## src/rtl/hb_pkg.sv

```systemverilog
package hb_pkg;
  typedef enum logic [2:0] {
    ST_IDLE  = 3'd0,
    ST_ON    = 3'd1,
    ST_TOFF  = 3'd2,
    ST_DEAD  = 3'd3,
    ST_FAULT = 3'd4
  } hb_state_e;
endpackage

```

## src/rtl/hb_sync.sv

```systemverilog
module hb_sync #(
  parameter int W      = 4,
  parameter int STAGES = 2
) (
  input  logic         clk,
  input  logic         rst_n,
  input  logic [W-1:0] d,
  output logic [W-1:0] q
);
  logic [W-1:0] stg [STAGES];

  for (genvar i = 0; i < STAGES; i++) begin : g_stage
    if (i == 0) begin : g_first
      always_ff @(posedge clk or negedge rst_n)
        if (!rst_n) stg[0] <= '0;
        else        stg[0] <= d;
    end else begin : g_next
      always_ff @(posedge clk or negedge rst_n)
        if (!rst_n) stg[i] <= '0;
        else        stg[i] <= stg[i-1];
    end
  end

  assign q = stg[STAGES-1];
endmodule

```

## src/rtl/hb_timer.sv

```systemverilog
module hb_timer #(
  parameter int CNT_W = 8
) (
  input  logic             clk,
  input  logic             rst_n,
  input  logic             load,
  input  logic [CNT_W-1:0] load_val,
  output logic             zero
);
  logic [CNT_W-1:0] cnt_q;

  always_ff @(posedge clk or negedge rst_n)
    if (!rst_n)            cnt_q <= '0;
    else if (load)         cnt_q <= load_val;
    else if (cnt_q != '0)  cnt_q <= cnt_q - 1'b1;

  assign zero = (cnt_q == '0);
endmodule

```

## src/rtl/hb_ctrl.sv

```systemverilog
module hb_ctrl
  import hb_pkg::*;
#(
  parameter int CNT_W = 8,
  parameter int BLANK = 3
) (
  input  logic             clk,
  input  logic             rst_n,
  input  logic             c_hi,
  input  logic             c_lo,
  input  logic             off_hi,
  input  logic             off_lo,
  input  logic             fault_clr,
  input  logic [CNT_W-1:0] dead_cnt,
  input  logic [CNT_W-1:0] drive_to,
  input  logic             win_zero,
  input  logic             dead_zero,
  output logic             win_load,
  output logic [CNT_W-1:0] win_val,
  output logic             dead_load,
  output logic [CNT_W-1:0] dead_val,
  output logic             gate_hi,
  output logic             gate_lo,
  output logic             fault
);
  localparam int BW = $clog2(BLANK + 1);

  hb_state_e        st_q, st_d;
  logic             side_q, side_d;   // 1: high side owns the phase
  logic [CNT_W-1:0] dt_q, to_q;
  logic [BW-1:0]    blank_q;
  logic             blank_load;

  logic own, opp, dep_off, blank_done;
  assign own        = side_q ? c_hi : c_lo;
  assign opp        = side_q ? c_lo : c_hi;
  assign dep_off    = side_q ? off_hi : off_lo;
  assign blank_done = (blank_q == '0);

  always_comb begin
    st_d       = st_q;
    side_d     = side_q;
    win_load   = 1'b0;
    dead_load  = 1'b0;
    blank_load = 1'b0;
    case (st_q)
      ST_IDLE:
        if (c_hi ^ c_lo) begin
          st_d   = ST_ON;
          side_d = c_hi;
        end
      ST_ON:
        if (!own) begin
          st_d       = ST_TOFF;
          win_load   = 1'b1;
          blank_load = 1'b1;
        end
      ST_TOFF:
        if (dep_off && blank_done && opp && !own) begin
          st_d      = ST_DEAD;
          dead_load = 1'b1;
          side_d    = ~side_q;
        end else if (own && !opp) begin
          st_d = ST_ON;
        end else if (win_zero) begin
          st_d = dep_off ? ST_IDLE : ST_FAULT;
        end
      ST_DEAD:
        if (dead_zero) st_d = own ? ST_ON : ST_IDLE;
      ST_FAULT:
        if (fault_clr && !c_hi && !c_lo) st_d = ST_IDLE;
      default: st_d = ST_IDLE;
    endcase
  end

  always_ff @(posedge clk or negedge rst_n)
    if (!rst_n) begin
      st_q   <= ST_IDLE;
      side_q <= 1'b0;
    end else begin
      st_q   <= st_d;
      side_q <= side_d;
    end

  // counts are sampled only while idle
  always_ff @(posedge clk or negedge rst_n)
    if (!rst_n) begin
      dt_q <= '0;
      to_q <= '0;
    end else if (st_q == ST_IDLE) begin
      dt_q <= dead_cnt;
      to_q <= drive_to;
    end

  always_ff @(posedge clk or negedge rst_n)
    if (!rst_n)               blank_q <= '0;
    else if (blank_load)      blank_q <= BW'(BLANK);
    else if (!blank_done)     blank_q <= blank_q - 1'b1;

  assign win_val  = to_q;
  assign dead_val = dt_q;
  assign gate_hi  = (st_q == ST_ON) && side_q;
  assign gate_lo  = (st_q == ST_ON) && !side_q;
  assign fault    = (st_q == ST_FAULT);
endmodule

```

## src/rtl/hb_deadtime_seq.sv

```systemverilog
module hb_deadtime_seq #(
  parameter int CNT_W       = 8,
  parameter int SYNC_STAGES = 2
) (
  input  logic             clk,
  input  logic             rst_n,
  input  logic             cmd_hi,
  input  logic             cmd_lo,
  input  logic             hi_gate_off,
  input  logic             lo_gate_off,
  input  logic [CNT_W-1:0] dead_cnt,
  input  logic [CNT_W-1:0] drive_to,
  input  logic             fault_clr,
  output logic             gate_hi,
  output logic             gate_lo,
  output logic             fault
);
  localparam int BLANK = SYNC_STAGES + 1;

  logic [3:0]       s_q;
  logic             win_load, dead_load, win_zero, dead_zero;
  logic [CNT_W-1:0] win_val, dead_val;

  hb_sync #(.W(4), .STAGES(SYNC_STAGES)) u_sync (
    .clk  (clk),
    .rst_n(rst_n),
    .d    ({cmd_hi, cmd_lo, hi_gate_off, lo_gate_off}),
    .q    (s_q)
  );

  hb_timer #(.CNT_W(CNT_W)) u_win_tmr (
    .clk(clk), .rst_n(rst_n), .load(win_load), .load_val(win_val), .zero(win_zero)
  );

  hb_timer #(.CNT_W(CNT_W)) u_dead_tmr (
    .clk(clk), .rst_n(rst_n), .load(dead_load), .load_val(dead_val), .zero(dead_zero)
  );

  hb_ctrl #(.CNT_W(CNT_W), .BLANK(BLANK)) u_ctrl (
    .clk      (clk),
    .rst_n    (rst_n),
    .c_hi     (s_q[3]),
    .c_lo     (s_q[2]),
    .off_hi   (s_q[1]),
    .off_lo   (s_q[0]),
    .fault_clr(fault_clr),
    .dead_cnt (dead_cnt),
    .drive_to (drive_to),
    .win_zero (win_zero),
    .dead_zero(dead_zero),
    .win_load (win_load),
    .win_val  (win_val),
    .dead_load(dead_load),
    .dead_val (dead_val),
    .gate_hi  (gate_hi),
    .gate_lo  (gate_lo),
    .fault    (fault)
  );
endmodule

```

## config.mk

```make
export PLATFORM = sky130hd
export DESIGN_NAME = hb_deadtime_seq
export DESIGN_NICKNAME = d
export VERILOG_FILES = /design/src/rtl/hb_pkg.sv /design/src/rtl/hb_sync.sv /design/src/rtl/hb_timer.sv /design/src/rtl/hb_ctrl.sv /design/src/rtl/hb_deadtime_seq.sv
export SDC_FILE = /design/constraint.sdc
export NUM_CORES = 1
export LEC_CHECK = 0
export ABC_AREA = 1
export BUFFER_PORTS_ARGS = -buffer_cell sky130_fd_sc_hd__buf_2
export CORE_ASPECT_RATIO = 0.75
export CORE_UTILIZATION = 45
export CTS_CLUSTER_SIZE = 24
export DETAILED_ROUTE_END_ITERATION = 12
export GPL_ROUTABILITY_DRIVEN = 0
export HOLD_SLACK_MARGIN = 0.12
export PLACE_DENSITY_LB_ADDON = 0.2
export REMOVE_ABC_BUFFERS = 1
export SLEW_MARGIN = 40
export SYNTH_ARGS = -nofsm -noshare
export SYNTH_HDL_FRONTEND = slang
export SYNTH_SLANG_ARGS = --single-unit
```

## constraint.sdc

```tcl
create_clock -name clk -period 3.1 [get_ports clk]
set_input_delay 0.93 -clock clk [delete_from_list [all_inputs] [get_ports clk]]
set_output_delay 0.93 -clock clk [all_outputs]
set_load 0.03 [all_outputs]
```

; ---- Word-level counts from Yosys, hierarchy flattened
; Index checks and enable logic that the tools add are counted.
[totals]
reg_bits = 46
input_bits = 23
output_inout_bits = 3
[classes]
add_sub_neg = 3
n_eq_ne = 11
n_mux = 26
bitwise = 2
n_reduce_logical = 24
[ops]
columns = cell, count
row1 = 2-to-1 mux 8 bit, 4
row2 = 2-to-1 mux 3 bit, 8
row3 = logical NOT 8 bit, 2
row4 = nonzero test 8 bit, 2
row5 = subtractor 8 x 1 -> 8 bit (second input constant), 2
row6 = one-hot mux 3 bit (5 select lines), 1
row7 = 2-to-1 mux 1 bit, 10
row8 = logical AND 1 bit, 8
row9 = inequality test 2 x 1 -> 1 bit (second input constant), 4
row10 = equality test 3 x 2 -> 1 bit (second input constant), 2
row11 = nonzero test 2 bit, 3
row12 = logical NOT 1 bit, 5
row13 = AND reduction 5 bit, 1
row14 = 2-to-1 mux 2 bit, 2
row15 = inequality test 2 bit (second input constant), 2
row16 = inequality test 4 x 1 -> 1 bit (second input constant), 1
row17 = equality test 3 x 1 -> 1 bit (second input constant), 1
row18 = equality test 3 bit (second input constant), 1
row19 = logical NOT 3 bit, 1
row20 = AND reduction 3 bit, 1
row21 = logical NOT 2 bit, 1
row22 = one-hot mux 1 bit (2 select lines), 1
row23 = subtractor 2 x 1 -> 2 bit (second input constant), 1
row24 = NOT 1 bit, 1
row25 = bitwise XOR 1 bit, 1

; ---- Logic depth before layout (Yosys ltp)
; Gate-level depths: netlist (run 1).
[logic_depth]
ltp_word = 7
mapped_depth = 10
ltp_nobuf = 10

; ---- Cells and area by module
; From an unflattened synthesis (run 1), not the netlist that was laid out.
[unflattened]
cells_unflattened = 311
area_unflattened_um2 = 2374.8
[by_module_without_submodules]
columns = module, n_inst, cells_each, area_each_um2, seq_area_each_um2
row1 = hb_ctrl, 1, 157, 1118.6, 550.5
row2 = hb_timer, 2, 71, 513.0, 200.2
row3 = hb_sync, 1, 12, 230.2, 200.2

; ---- Worst setup path before layout (run 1)
; No wires, ideal clock.
[synth_timing]
path_kind = register to output
startpoint = register u_ctrl.st_q[1]
endpoint = output gate_hi
t_arrival_ns = 1.076
setup_slack_ns = 1.094
path_stages_with_launch = 4
path_buffers = 0
cell_sequence = dfrtp_1 -> inv_2 -> nand3_2 -> nor2_1
[synth_via]
elab_chain_cells = 2
[synth_lines]
columns = item, line
row1 = start: declaration, hb_ctrl.sv:28  ; hb_state_e st_q, st_d;
row2 = start signal: assignment, hb_ctrl.sv:81  ; st_q <= st_d;
row3 = equality test 3 x 1 -> 1 bit, hb_ctrl.sv:102  ; assign gate_hi = (st_q == ST_ON) && side_q;
row4 = logical AND 1 bit, hb_ctrl.sv:102
row5 = end: declaration, hb_deadtime_seq.sv:14  ; output logic gate_hi,
; No other way between the ends.

; ---- Final worst setup path (run 1)
[layout_timing]
startpoint = register u_ctrl.st_q[1]
endpoint = output gate_lo
[layout_via]
elab_chain_cells = 2
[layout_lines]
columns = item, line
row1 = equality test 3 x 1 -> 1 bit, hb_ctrl.sv:103  ; assign gate_lo = (st_q == ST_ON) && !side_q;
row2 = logical AND 1 bit, hb_ctrl.sv:103
row3 = end: declaration, hb_deadtime_seq.sv:15  ; output logic gate_lo,
; No other way between the ends.

==> run summary, run 1 <==
The number of cells on the worst reg-to-reg path is 6. The maximum number of buffers from clock root to sink was 2; the proportion of layout cells with a drive suffix above 1 was 16.9%. After clock tree synthesis, the clock-pin slew on the worst setup and hold paths is 0.08 ns.

On the final layout, the worst clock skew is 0.0103 ns. The flow ran to the end, and the final reports show no timing, DRC or antenna violations. The XOR/XNOR share of the synthesized area was 2.56%.

The tightest min-delay check is of the reg -> reg type. STA classifies the critical path endpoint as a primary output. TritonCTS built the clock tree. The share of the Yosys chip area taken by registers is 48.1%. After Yosys synthesis, and, or, nand and nor cells account for 33.3% of the synthesized area. For the total core area, the log shows 5010 sq um. Of all nets on the critical path, the largest fanout is 6. The count of distinct cell types in the synthesized netlist was 27; the die width was 86.2 microns. The largest voltage drop on the vdd net is 0.000516 V. Setup violations remaining at the end of the flow were counted as 0. The worst setup path is launched from a flip-flop.

The synthesized netlist devotes 6.12% of its cell area to compound gates. STA puts the critical path data arrival time at 1.33 ns. After layout, the minimum clock period comes to 2.26 ns. Using the TritonRoute via totals, the vias-per-cell ratio works out to 4.66.

Synthesis handed over a netlist of 305 instances. Compared with the post-synthesis result, the final layout area differs by 12.4%. For the total vias in the final route, the log shows 1904. Setup repair after global routing left no endpoint under its margin.

In this run the tightest slew margin relative to its limit is 63.3%. The repair_antennas step left the layout with diodes totalling 0. The count of pins over their slew limit was 0; the number of global-route vias before repair was 1722. STA puts the critical path data required time at 2.17 ns.

Hold is met by 0.352 ns. The detailed-router iteration count before antenna repair is 4. In this run the power density over the cells is 978 nW/um^2. The CTS sink count was 46; the sum of routed wire length over all layers was 4530 microns. 26 I/O pins were placed. The final critical path takes up 73.1% of the cycle.

For the pin with the worst max-slew slack, the measured transition is 0.550 ns. Summed over all layers, the global routing overflow is 0. Gates resized during post-CTS repair numbered 0.

The number of buffers added for setup after CTS was 0; the wire length per cell was 11.1 microns. The die is 65.2 microns tall. The first global-routing pass estimated 7770 microns of wire.

For the number of hold violations in the final report, the log shows 0. The number of buffers inserted during clock tree synthesis was 5; the port buffer count was 25. Row generation in the floorplan step produced 22 rows. The number of nets with antenna violations after routing was 0.

The starting DRC count in detailed routing was 68. The H-tree was split into 2 levels. By area, the combinational part of the netlist is dominated by simple AND/OR/NAND/NOR gates. The later pin in the worst-skew pair is clocked with a latency of 0.30 ns. Adding up every negative setup slack in the final design gives 0 ns. The number of antenna violations at the first check in global routing was 0; the mean area per synthesized cell was 7.85 sq um. The net count of the finished layout is 365. The post-synthesis instance area came out at 2390 sq um. The count of cells along the worst hold path was 0. The logs give 0 for the number of violations of the max-capacitance limit and 0 for the number of buffers inserted by hold repair at cts. The die area is 5620 sq um.

Static power due to leakage: 0.00145 uW. The flip-flop and latch count after synthesis works out to 46. Summing the areas of all fa, ha and maj instances in the mapped netlist gives 2.61% of the synthesized area. After legalization and detailed placement, the total HPWL measured 3330 microns. By startpoint and endpoint, the worst setup path is classified as reg -> out. The tools report the cell at the root of the clock tree as sky130_fd_sc_hd__clkbuf_8. For this run, the top clock speed supported by timing is 442 MHz. Overall routing resource usage: 18.3%.

Measured against the total synthesized area, the mux share comes to 0%. For the warning count from the yosys run, the log shows 0. For this configuration, the core starts out at a cell density of 47.8%. After detailed routing, the number of remaining DRC violations is 0. Entering global routing, the biggest net connects 33 pins.
[worst paths after layout]
check                               start                  end  slack, ns
min reg2reg                 u_sync.stg[6]          u_sync.q[2]       0.35
max in group asynchronous           rst_n  u_dead_tmr.cnt_q[1]       1.86
max                        u_ctrl.st_q[1]              gate_lo       0.84
max reg2reg                u_ctrl.st_q[0]    u_ctrl.win_val[7]       1.28
min in group asynchronous           rst_n    u_ctrl.win_val[2]       0.52
min                         u_sync.stg[6]          u_sync.q[2]       0.35
[area by class of cell]
| class | count | area [sq um] |
|---|---|---|
| clock buffers | 7 | 76.3 |
| fillers | 502 | 2320 |
| inverters | 44 | 165 |
| multi-input cells | 213 | 1070 |
| flip-flops and latches | 46 | 1150 |
| well taps | 72 | 90.1 |
| repair buffers | 27 | 140 |
[flip-flops by register name (all words and copies together), names as in the netlist]
name	count
u_ctrl.win_val	8
u_ctrl.side_q	1
u_ctrl.st_q	3
u_win_tmr.cnt_q	8
u_ctrl.blank_q	2
u_dead_tmr.cnt_q	8
u_ctrl.dead_val	8
u_sync.q	4
u_sync.stg	4
[Yosys cell counts (all sizes together)]
cell / number / area, sq um
nand2: 120 / 485
dfrtp: 46 / 1150
inv: 43 / 161
nor2: 34 / 191
o21ai: 22 / 114
nand3: 15 / 90.1
ha: 5 / 62.6
xor2: 5 / 43.8
buf: 2 / 10.0
nand4: 2 / 12.5
nor3: 2 / 10.0
o211ai: 2 / 15.0
xnor2: 2 / 17.5
a21oi: 1 / 5.00
a31oi: 1 / 6.26
clkinv: 1 / 3.75
nand3b: 1 / 7.51
o22ai: 1 / 6.26
[placed cells by master, fill, tap and decap left out]
cell	n
sky130_fd_sc_hd__clkinv_1	1
sky130_fd_sc_hd__nor3_1	2
sky130_fd_sc_hd__nand2_1	114
sky130_fd_sc_hd__nor2_8	1
sky130_fd_sc_hd__a31oi_1	1
sky130_fd_sc_hd__nor2_1	24
sky130_fd_sc_hd__dfrtp_1	46
sky130_fd_sc_hd__o21ai_2	1
sky130_fd_sc_hd__buf_4	2
sky130_fd_sc_hd__nand3b_1	1
sky130_fd_sc_hd__o22ai_1	1
sky130_fd_sc_hd__o21ai_1	4
sky130_fd_sc_hd__clkbuf_1	2
sky130_fd_sc_hd__nand3_1	12
sky130_fd_sc_hd__nor2_2	4
sky130_fd_sc_hd__ha_1	5
sky130_fd_sc_hd__o211ai_1	2
sky130_fd_sc_hd__inv_2	5
sky130_fd_sc_hd__buf_2	25
sky130_fd_sc_hd__nor2_4	5
sky130_fd_sc_hd__xnor2_1	2
sky130_fd_sc_hd__nand2_2	2
sky130_fd_sc_hd__o21ai_0	17
sky130_fd_sc_hd__xor2_1	5
sky130_fd_sc_hd__nand3_2	3
sky130_fd_sc_hd__nand2_4	4
sky130_fd_sc_hd__nand4_1	2
sky130_fd_sc_hd__inv_1	38
sky130_fd_sc_hd__a21oi_1	1
sky130_fd_sc_hd__clkbuf_8	5
[report_power, final]
group | internal, uW | switching [uW] | total, uW
Combinational | 448 | 840 | 1290
Clock | 155 | 184 | 339
Sequential | 859 | 145 | 1000
Total | 1460 | 1170 | 2630
[metal layers]
metal | share of wire, % | routed length [microns] | GRT usage, % | vias to the layer above
met4 | 0 | 0 | 6.67 | 0
met2 | 42 | 1920 | 26.7 | 35
met5 | 0 | 0 | 0 | -
li1 | - | - | - | 997
met1 | 54 | 2420 | 26.2 | 872
met3 | 4.0 | 181 | 4.65 | 0
[metrics by stage]
stage               worst slack [ns]  instance area [sq um]  util [%]  std cells  power (uW)
finish                         0.835                   2690      53.7        409        2630
global route                   0.735                   2690      53.7        409        2900
CTS                            0.833                   2690      53.7        409        2650
detailed placement              1.18                   2610      52.2        402        2290
global placement                1.20                   2610      52.2        402        2270
floorplan                       1.09                   2380         -        303        1990
[worst max-delay path, stage by stage, from the launching register on]
cell and delay, ns:
sky130_fd_sc_hd__dfrtp_1 0.43, sky130_fd_sc_hd__inv_2 0.11, sky130_fd_sc_hd__nand3_2 0.16, sky130_fd_sc_hd__nor2_1 0.13, sky130_fd_sc_hd__buf_2 0.20
[kinds of logic after synthesis]
family,count (synthesis)
fa+ha+maj,5
xor+xnor,7
buf+inv,46
flops,46
compound gates,27
simple gates,174
(Power assumes the default switching activity.)
==> run 2: changes to the inputs <==
==> constraint.sdc (replaced) <==
create_clock -name clk -period 1.8 [get_ports clk]
set_input_delay 0.54 -clock clk [delete_from_list [all_inputs] [get_ports clk]]
set_output_delay 0.54 -clock clk [all_outputs]
set_load 0.03 [all_outputs]
==> run summary, run 2 (synthesis results as in run 1) <==
The run finished with clean final reports. The clock skew came out at 0.00562 ns (-0.00470 ns). The tightest min-delay check is of the in -> async type. The final critical path takes up 98.1% of the cycle. The run gives 0 (unchanged) as the number of antenna violations at the first check in global routing. The detailed-router iteration count before antenna repair is 4 (unchanged), and the number of nets in the layout is 367 (+0.55%).

The tools report the initial core utilization as 47.8% (unchanged). The logs give 5010 sq um (unchanged) for the total core area and 0 (unchanged) for the count of pins over their slew limit. The run gives 0.00147 uW (+1.1%) as the static power due to leakage. In the layout the commonest cells are sky130_fd_sc_hd__nand2_1 (114), sky130_fd_sc_hd__dfrtp_1 (46), sky130_fd_sc_hd__inv_1 (37). The sum of routed wire length over all layers is 4560 microns (+0.77%), and the worst reg-to-reg path cell count is 6 (unchanged). The logs give 515 (+2.6%) for the final-layout fill cell count and 7980 microns (+2.7%) for the wire length of the first global-routing pass. For the least setup slack across all paths after layout, the log shows 0.0347 ns (-0.801 ns). The clock latency of the later-clocked register in the worst-skew pair was 0.29 ns (about the same); the number of hold violations in the final report was 0 (unchanged).

The logs give 5 (unchanged) for the number of buffers inserted during clock tree synthesis and 18.4% (+0.091 points) for the overall routing resource usage. The tools report the critical register-to-register path startpoint as u_ctrl.st_q[0]. The required time of the critical path was 1.26 ns (-0.91 ns); the remaining max-slew budget at the tightest pin was 74.3% (+11 points). The proportion of layout cells with a drive suffix above 1 works out to 17.7% (+0.79 points). The number of nets with antenna violations after routing is 0 (unchanged).

Maximum net fanout on the critical path: 6 (unchanged). Leaving out fill and tap cells, the most frequent cell in the layout is sky130_fd_sc_hd__nand2_1. The port buffer count was 25 (unchanged).

For this design, the slowest cell found on the critical path is sky130_fd_sc_hd__dfrtp_1. The detail-routed via count per cell came out at 4.66 (about the same). The logs give 0 (unchanged) for the antenna diode count and 2 (unchanged) for the maximum number of buffers from clock root to sink. The total power is 4600 uW (+75%).

The tools report the type of element launching the critical path as a flip-flop. The number of top-level pins was 26 (unchanged). The critical path is of the reg -> out type.

The tools report the total vias in the final route as 1914 (+0.53%). The CTS clock-pin slew for the worst setup and hold paths was 0.08 ns (about the same); the die width was 86.2 microns (unchanged). The pin slew with the least headroom to its limit is 0.383 ns (-0.167 ns).

Compared with the post-synthesis result, the final layout area differs by 14.1%. The row count is 22 (unchanged). Peak per-stage delay on the critical path: 0.42 ns (about the same). The tools report the achievable clock frequency as 566 MHz. The count of placed standard cells including taps came out at 402 (unchanged). The largest voltage drop on the vdd net was 0.000853 V (+65%); the post-layout instance count excluding filler cells was 411 (+0.49%). TritonCTS built the clock tree.

The cell at the root of the clock tree was sky130_fd_sc_hd__clkbuf_8. The ratio of total power to cell area was 1680 nW/um^2 (+72%); the wire length per cell was 11.1 microns (+0.28%). The run gives 102 (+50%) as the starting DRC count in detailed routing.

In this run the critical register-to-register path is captured at u_ctrl.dead_val[6]. The final global-route overflow total is 0 (unchanged). Setup repair after global routing could not meet its margin everywhere. The worst setup path is captured at a primary output. Walking the worst path, the cells encountered are inv_2 -> nand3_4 -> nor2_1 -> buf_4. The number of violations of the max-capacitance limit is 0 (unchanged). The run gives 46 (unchanged) as the CTS sink count. The total half-perimeter wirelength after legalization and detailed placement was 3370 microns (+1.3%); the final worst hold slack was 0.217 ns (-0.135 ns).

The die area was 5620 sq um (unchanged); the number of global-route vias before repair was 1763 (+2.4%). DRC violations left: 0 (unchanged). The height of the chip came out at 65.2 microns (unchanged). Worst endpoint data arrival time: 1.23 ns (-0.10 ns). Number of H-tree branching levels: 2 (unchanged). The reg2reg setup slack is 0.18 ns (-1.10 ns), and the final setup violation count is 0 (unchanged). For the pin count of the biggest net entering global routing, the log shows 47 (+42%). After layout, the minimum clock period comes to 1.77 ns. The number of buffers inserted by hold repair at cts was 0 (unchanged). The post-place setup slack was 0.207 ns (-0.972 ns).
run 2: cell count changes in the layout (fill, tap and decap cells not counted), sizes merged:
cell / before / now
buf: 27 / 29
run 2: worst max-delay path, delay by kind of cell, from the launching register on:
| kind | cells | cell delay [ns] |
|---|---|---|
| flops | 1 | 0.42 |
| buf+inv | 2 | 0.27 |
| simple gates | 2 | 0.24 |
run 2: metal layers:
metal	vias to the layer above	global-route usage, %	wire [microns]
met5	-	0	0
met4	0	5.63	42
met3	6	4.40	268
met2	52	27.9	1900
met1	854	26.1	2350
li1	1002	-	-
run 2: cell type report:
class | count | area (sq um) | area share, %
Inverter | 44 | 165 | 6.05
Multi-Input combinational cell | 213 | 1070 | 39.4
Sequential cell | 46 | 1150 | 42.2
Tap cell | 72 | 90.1 | 3.30
Clock buffer | 7 | 76.3 | 2.80
Timing Repair Buffer | 29 | 173 | 6.32
run 2: metrics by stage:
step                TNS (ns)  area [sq um]  utilization [%]
CTS                        0          2720             54.3
global route         -0.0349          2730             54.5
finish                     0          2730             54.5
global placement           0          2630             52.4
floorplan                  0          2380                -
detailed placement         0          2630             52.4
run 2: how the worst max path moves through the flow:
stage                   start                 end  slack [ns]
6_report       u_ctrl.st_q[1]             gate_hi        0.03
2_1_floorplan  u_ctrl.st_q[0]  u_ctrl.dead_val[0]        0.08
5_1_grt        u_ctrl.st_q[1]             gate_lo       -0.02
3_5_place_dp   u_ctrl.st_q[0]  u_ctrl.dead_val[5]        0.21
3_3_place_gp   u_ctrl.st_q[1]             gate_hi        0.27
4_1_cts        u_ctrl.st_q[1]             gate_hi       0.001
run 2: power breakdown:
group          internal, uW  switching, uW  leakage (uW)
logic                   812           1460      0.000870
registers              1480            257      0.000557
clock network           268            324     0.0000383
run 2: timing repair:
item / in CTS / in global routing
buffers inserted: 1 / 1
resized for setup: 3 / 1
setup endpoints to repair: 2 / 2
hold endpoints to repair: 0 / 0
==> run 3: changes to the inputs <==
--- a/config.mk
+++ b/config.mk
@@ -6,11 +6,11 @@
 export NUM_CORES = 1
 export LEC_CHECK = 0
 export ABC_AREA = 1
-export BUFFER_PORTS_ARGS = -buffer_cell sky130_fd_sc_hd__buf_2
 export CORE_ASPECT_RATIO = 0.75
-export CORE_UTILIZATION = 45
+export CORE_UTILIZATION = 49
 export CTS_CLUSTER_SIZE = 24
 export DETAILED_ROUTE_END_ITERATION = 12
+export DONT_BUFFER_PORTS = 1
 export GPL_ROUTABILITY_DRIVEN = 0
 export HOLD_SLACK_MARGIN = 0.12
 export PLACE_DENSITY_LB_ADDON = 0.2
==> run summary, run 3 (synthesis results as in run 1) <==
The flow ran to the end, and the final reports show no timing, DRC or antenna violations. The count of pins over their slew limit is 0 (unchanged), and the pin slew with the least headroom to its limit is 0.388 ns (+0.00554 ns). The run gives 0 (unchanged) as the number of hold violations in the final report. The combinational cell fraction of total power is 48.2% (-1.2 points). The final non-filler cell area was 2680 sq um (-1.7%); the clock skew was 0.00236 ns (-0.00326 ns).

The number of antenna violations at the first check in global routing was 0 (unchanged). Total area of multi-input combinational cells: 1090 sq um (+1.4%). For the overall routing resource usage, the log shows 19.7% (+1.4 points). The net switching power figure was 2090 uW (+2.3%); the sequential cell area was 1150 sq um (+0.22%). The total vias in the final route came out at 1800 (-6.0%). For the post-layout instance count excluding filler cells, the log shows 376 (-8.5%).

The number of buffers inserted during clock tree synthesis is 5 (unchanged). Total power: 4820 uW (+4.9%). The internal power contribution was 2740 uW (+7.0%).

The tools report the critical register-to-register path startpoint as u_ctrl.st_q[1]. The worst endpoint data arrival time came out at 1.22 ns (about the same). The port buffer count was 0 (-100%); the number of global-route vias before repair was 1697 (-3.7%). The min-delay analysis places its worst path in the category in -> reg. The starting DRC count in detailed routing is 63 (-38%), and the cell area after placement is 2480 sq um (-5.7%). The logs give 0.00140 uW (-4.4%) for the static power due to leakage and 0 ns (unchanged) for the post-route setup TNS. The worst hold path passes through 0 cells. CTS placed an instance of sky130_fd_sc_hd__clkbuf_8 at the clock tree root. The final-layout fill cell count was 424 (-18%). Die width: 82.7 microns (-4.1%).

In the layout the commonest cells are sky130_fd_sc_hd__nand2_1 (114), sky130_fd_sc_hd__dfrtp_1 (44), sky130_fd_sc_hd__inv_1 (37). The logs give 7580 microns (-4.9%) for the wire length of the first global-routing pass and 15.7% (+2.8 points) for the clock network power share. For the largest voltage drop on the vdd net, the log shows 0.000880 V (+3.2%). CTS sink count: 46 (unchanged). The fraction of power spent switching nets came out at 43.3% (-1.1 points). The least setup slack across all paths after layout is 0.0404 ns (+0.00579 ns), and the number of H-tree branching levels is 2 (unchanged).

The remaining max-slew budget at the tightest pin was 73.9% (-0.37 points). The height of the chip was 62.5 microns (-4.0%). For the DRC violations left, the log shows 0 (unchanged).

The run gives 4470 microns (-1.9%) as the sum of routed wire length over all layers. Worst flop-to-flop path endpoint: u_ctrl.st_q[1]. The ratio of total power to cell area is 1800 nW/um^2 (+6.8%). The sequential cell fraction of total power was 36.1% (-1.7 points). The worst setup path is of the reg -> out kind.

TritonCTS built the clock tree. The run gives 0 (unchanged) as the number of nets with antenna violations after routing. The growth of design area from synthesis to finish was 12.1%; the number of violations of the max-capacitance limit was 0 (unchanged).

The clock latency of the later-clocked register in the worst-skew pair is 0.30 ns (about the same). The worst reg-to-reg path cell count is 9 (+3). The path with the worst hold slack has its endpoint at u_sync.stg[6]. For the number of top-level pins, the log shows 26 (unchanged). The detailed-router iteration count before antenna repair is 4 (unchanged), and the die area is 5170 sq um (-8.0%).

The CTS clock-pin slew for the worst setup and hold paths came out at 0.08 ns (about the same). The post-place setup slack was 0.171 ns (-0.0364 ns). The achievable clock frequency was 568 MHz (+0.33%). The fraction of the cycle the final worst path needs was 97.8% (-0.32 points). The total half-perimeter wirelength after legalization and detailed placement was 3180 microns (-5.5%). The maximum net fanout on the critical path was 5 (-1); the required time of the critical path was 1.26 ns (about the same).

The run gives 346 (-5.7%) as the number of nets in the layout. The startpoint identified for the worst hold timing path is cmd_lo. The final setup violation count was 0 (unchanged).

The run gives 2 (unchanged) as the maximum number of buffers from clock root to sink. The worst setup path is captured at a primary output. STA classifies the critical path startpoint as a flip-flop. The minimum clock period works out to 1.76 ns (-0.00579 ns). For the row count, the log shows 21 (-4.5%). The reg2reg setup slack was 0.23 ns (+0.05 ns). The wire length per cell is 11.9 microns (+7.2%), and the total core area is 4570 sq um (-8.7%). The library cell used most frequently in the layout, excluding fill and tap cells, is sky130_fd_sc_hd__nand2_1. The final global-route overflow total came out at 0 (unchanged). Setup repair after global routing could not meet its margin everywhere. The detail-routed via count per cell is 4.79 (+2.8%). The initial core utilization was 52.4% (+4.6 points); the proportion of layout cells with a drive suffix above 1 was 14.4% (-3.3 points).

The antenna diode count is 0 (unchanged), and the pin count of the biggest net entering global routing is 47 (unchanged). Count of placed standard cells including taps: 363 (-9.7%).
==> run 3: changes by cell type in the layout (fill, tap and decap cells not counted), moves of 2 or more <==
| cell | change |
|---|---|
| sky130_fd_sc_hd__dfrtp_2 | +2 |
| sky130_fd_sc_hd__buf_2 | -23 |
| sky130_fd_sc_hd__clkbuf_1 | -2 |
| sky130_fd_sc_hd__buf_6 | +2 |
| sky130_fd_sc_hd__nor2_1 | -2 |
| sky130_fd_sc_hd__clkinv_2 | +2 |
| sky130_fd_sc_hd__dfrtp_1 | -2 |
| sky130_fd_sc_hd__nor2_4 | +2 |
==> run 3: layout make-up <==
cell class | count | share of cell area (%)
repair buffers | 8 | 3.36
multi-input cells | 213 | 40.6
flip-flops and latches | 46 | 43.0
clock inverters | 3 | 1.49
well taps | 57 | 2.66
clock buffers | 5 | 2.57
inverters | 44 | 6.30
==> run 3: worst max-delay path by stage <==
stage,from,to,cells past startpoint
after floorplan,u_ctrl.st_q[0],u_ctrl.dead_val[0],6
after global placement,u_ctrl.st_q[1],gate_hi,4
after detailed placement,u_ctrl.st_q[0],u_ctrl.dead_val[6],6
after CTS,u_ctrl.st_q[1],gate_lo,4
after global routing,u_ctrl.st_q[1],gate_hi,4
final,u_ctrl.st_q[1],gate_hi,4
==> run 3: stage by stage <==
step	util [%]	hold slack [ns]
after floorplan	-	0.244
after global placement	54.2	0.245
after detailed placement	54.2	0.246
after CTS	57.7	0.254
after global routing	58.7	0.238
final	58.7	0.261
==> run 3: power by group through the flow <==
stage / logic (uW) / clock network (uW) / registers (uW)
3_5_place_dp: 2170 / 0 / 1740
6_report: 2330 / 755 / 1740
4_1_cts: 2250 / 778 / 1730
5_1_grt: 2680 / 827 / 1800
3_3_place_gp: 2120 / 0 / 1740
2_1_floorplan: 1750 / 0 / 1690
==> run 3: timing repair <==
| action | 4_1_cts | 5_1_grt |
|---|---|---|
| hold endpoints to repair | 46 | 0 |
| setup endpoints to repair | 2 | 13 |
| pin swaps | 0 | 1 |
| resized for setup | 1 | 10 |
| buffers inserted | 1 | 2 |
| hold buffers | 2 | 0 |
==> run 3: layer usage <==
layer | vias to the layer above | GRT usage [%] | wire [microns]
met3 | 8 | 5.11 | 149
li1 | 958 | - | -
met1 | 807 | 28.3 | 2320
met5 | - | 0 | 0
met4 | 0 | 7.97 | 68
met2 | 27 | 28.2 | 1940
==> run 3: worst max-delay path, stage by stage, from the launching register on <==
cell                      delay [ns]
sky130_fd_sc_hd__dfrtp_2        0.46
sky130_fd_sc_hd__inv_2          0.09
sky130_fd_sc_hd__nand3_4        0.11
sky130_fd_sc_hd__nor2_2         0.12
sky130_fd_sc_hd__buf_6          0.14
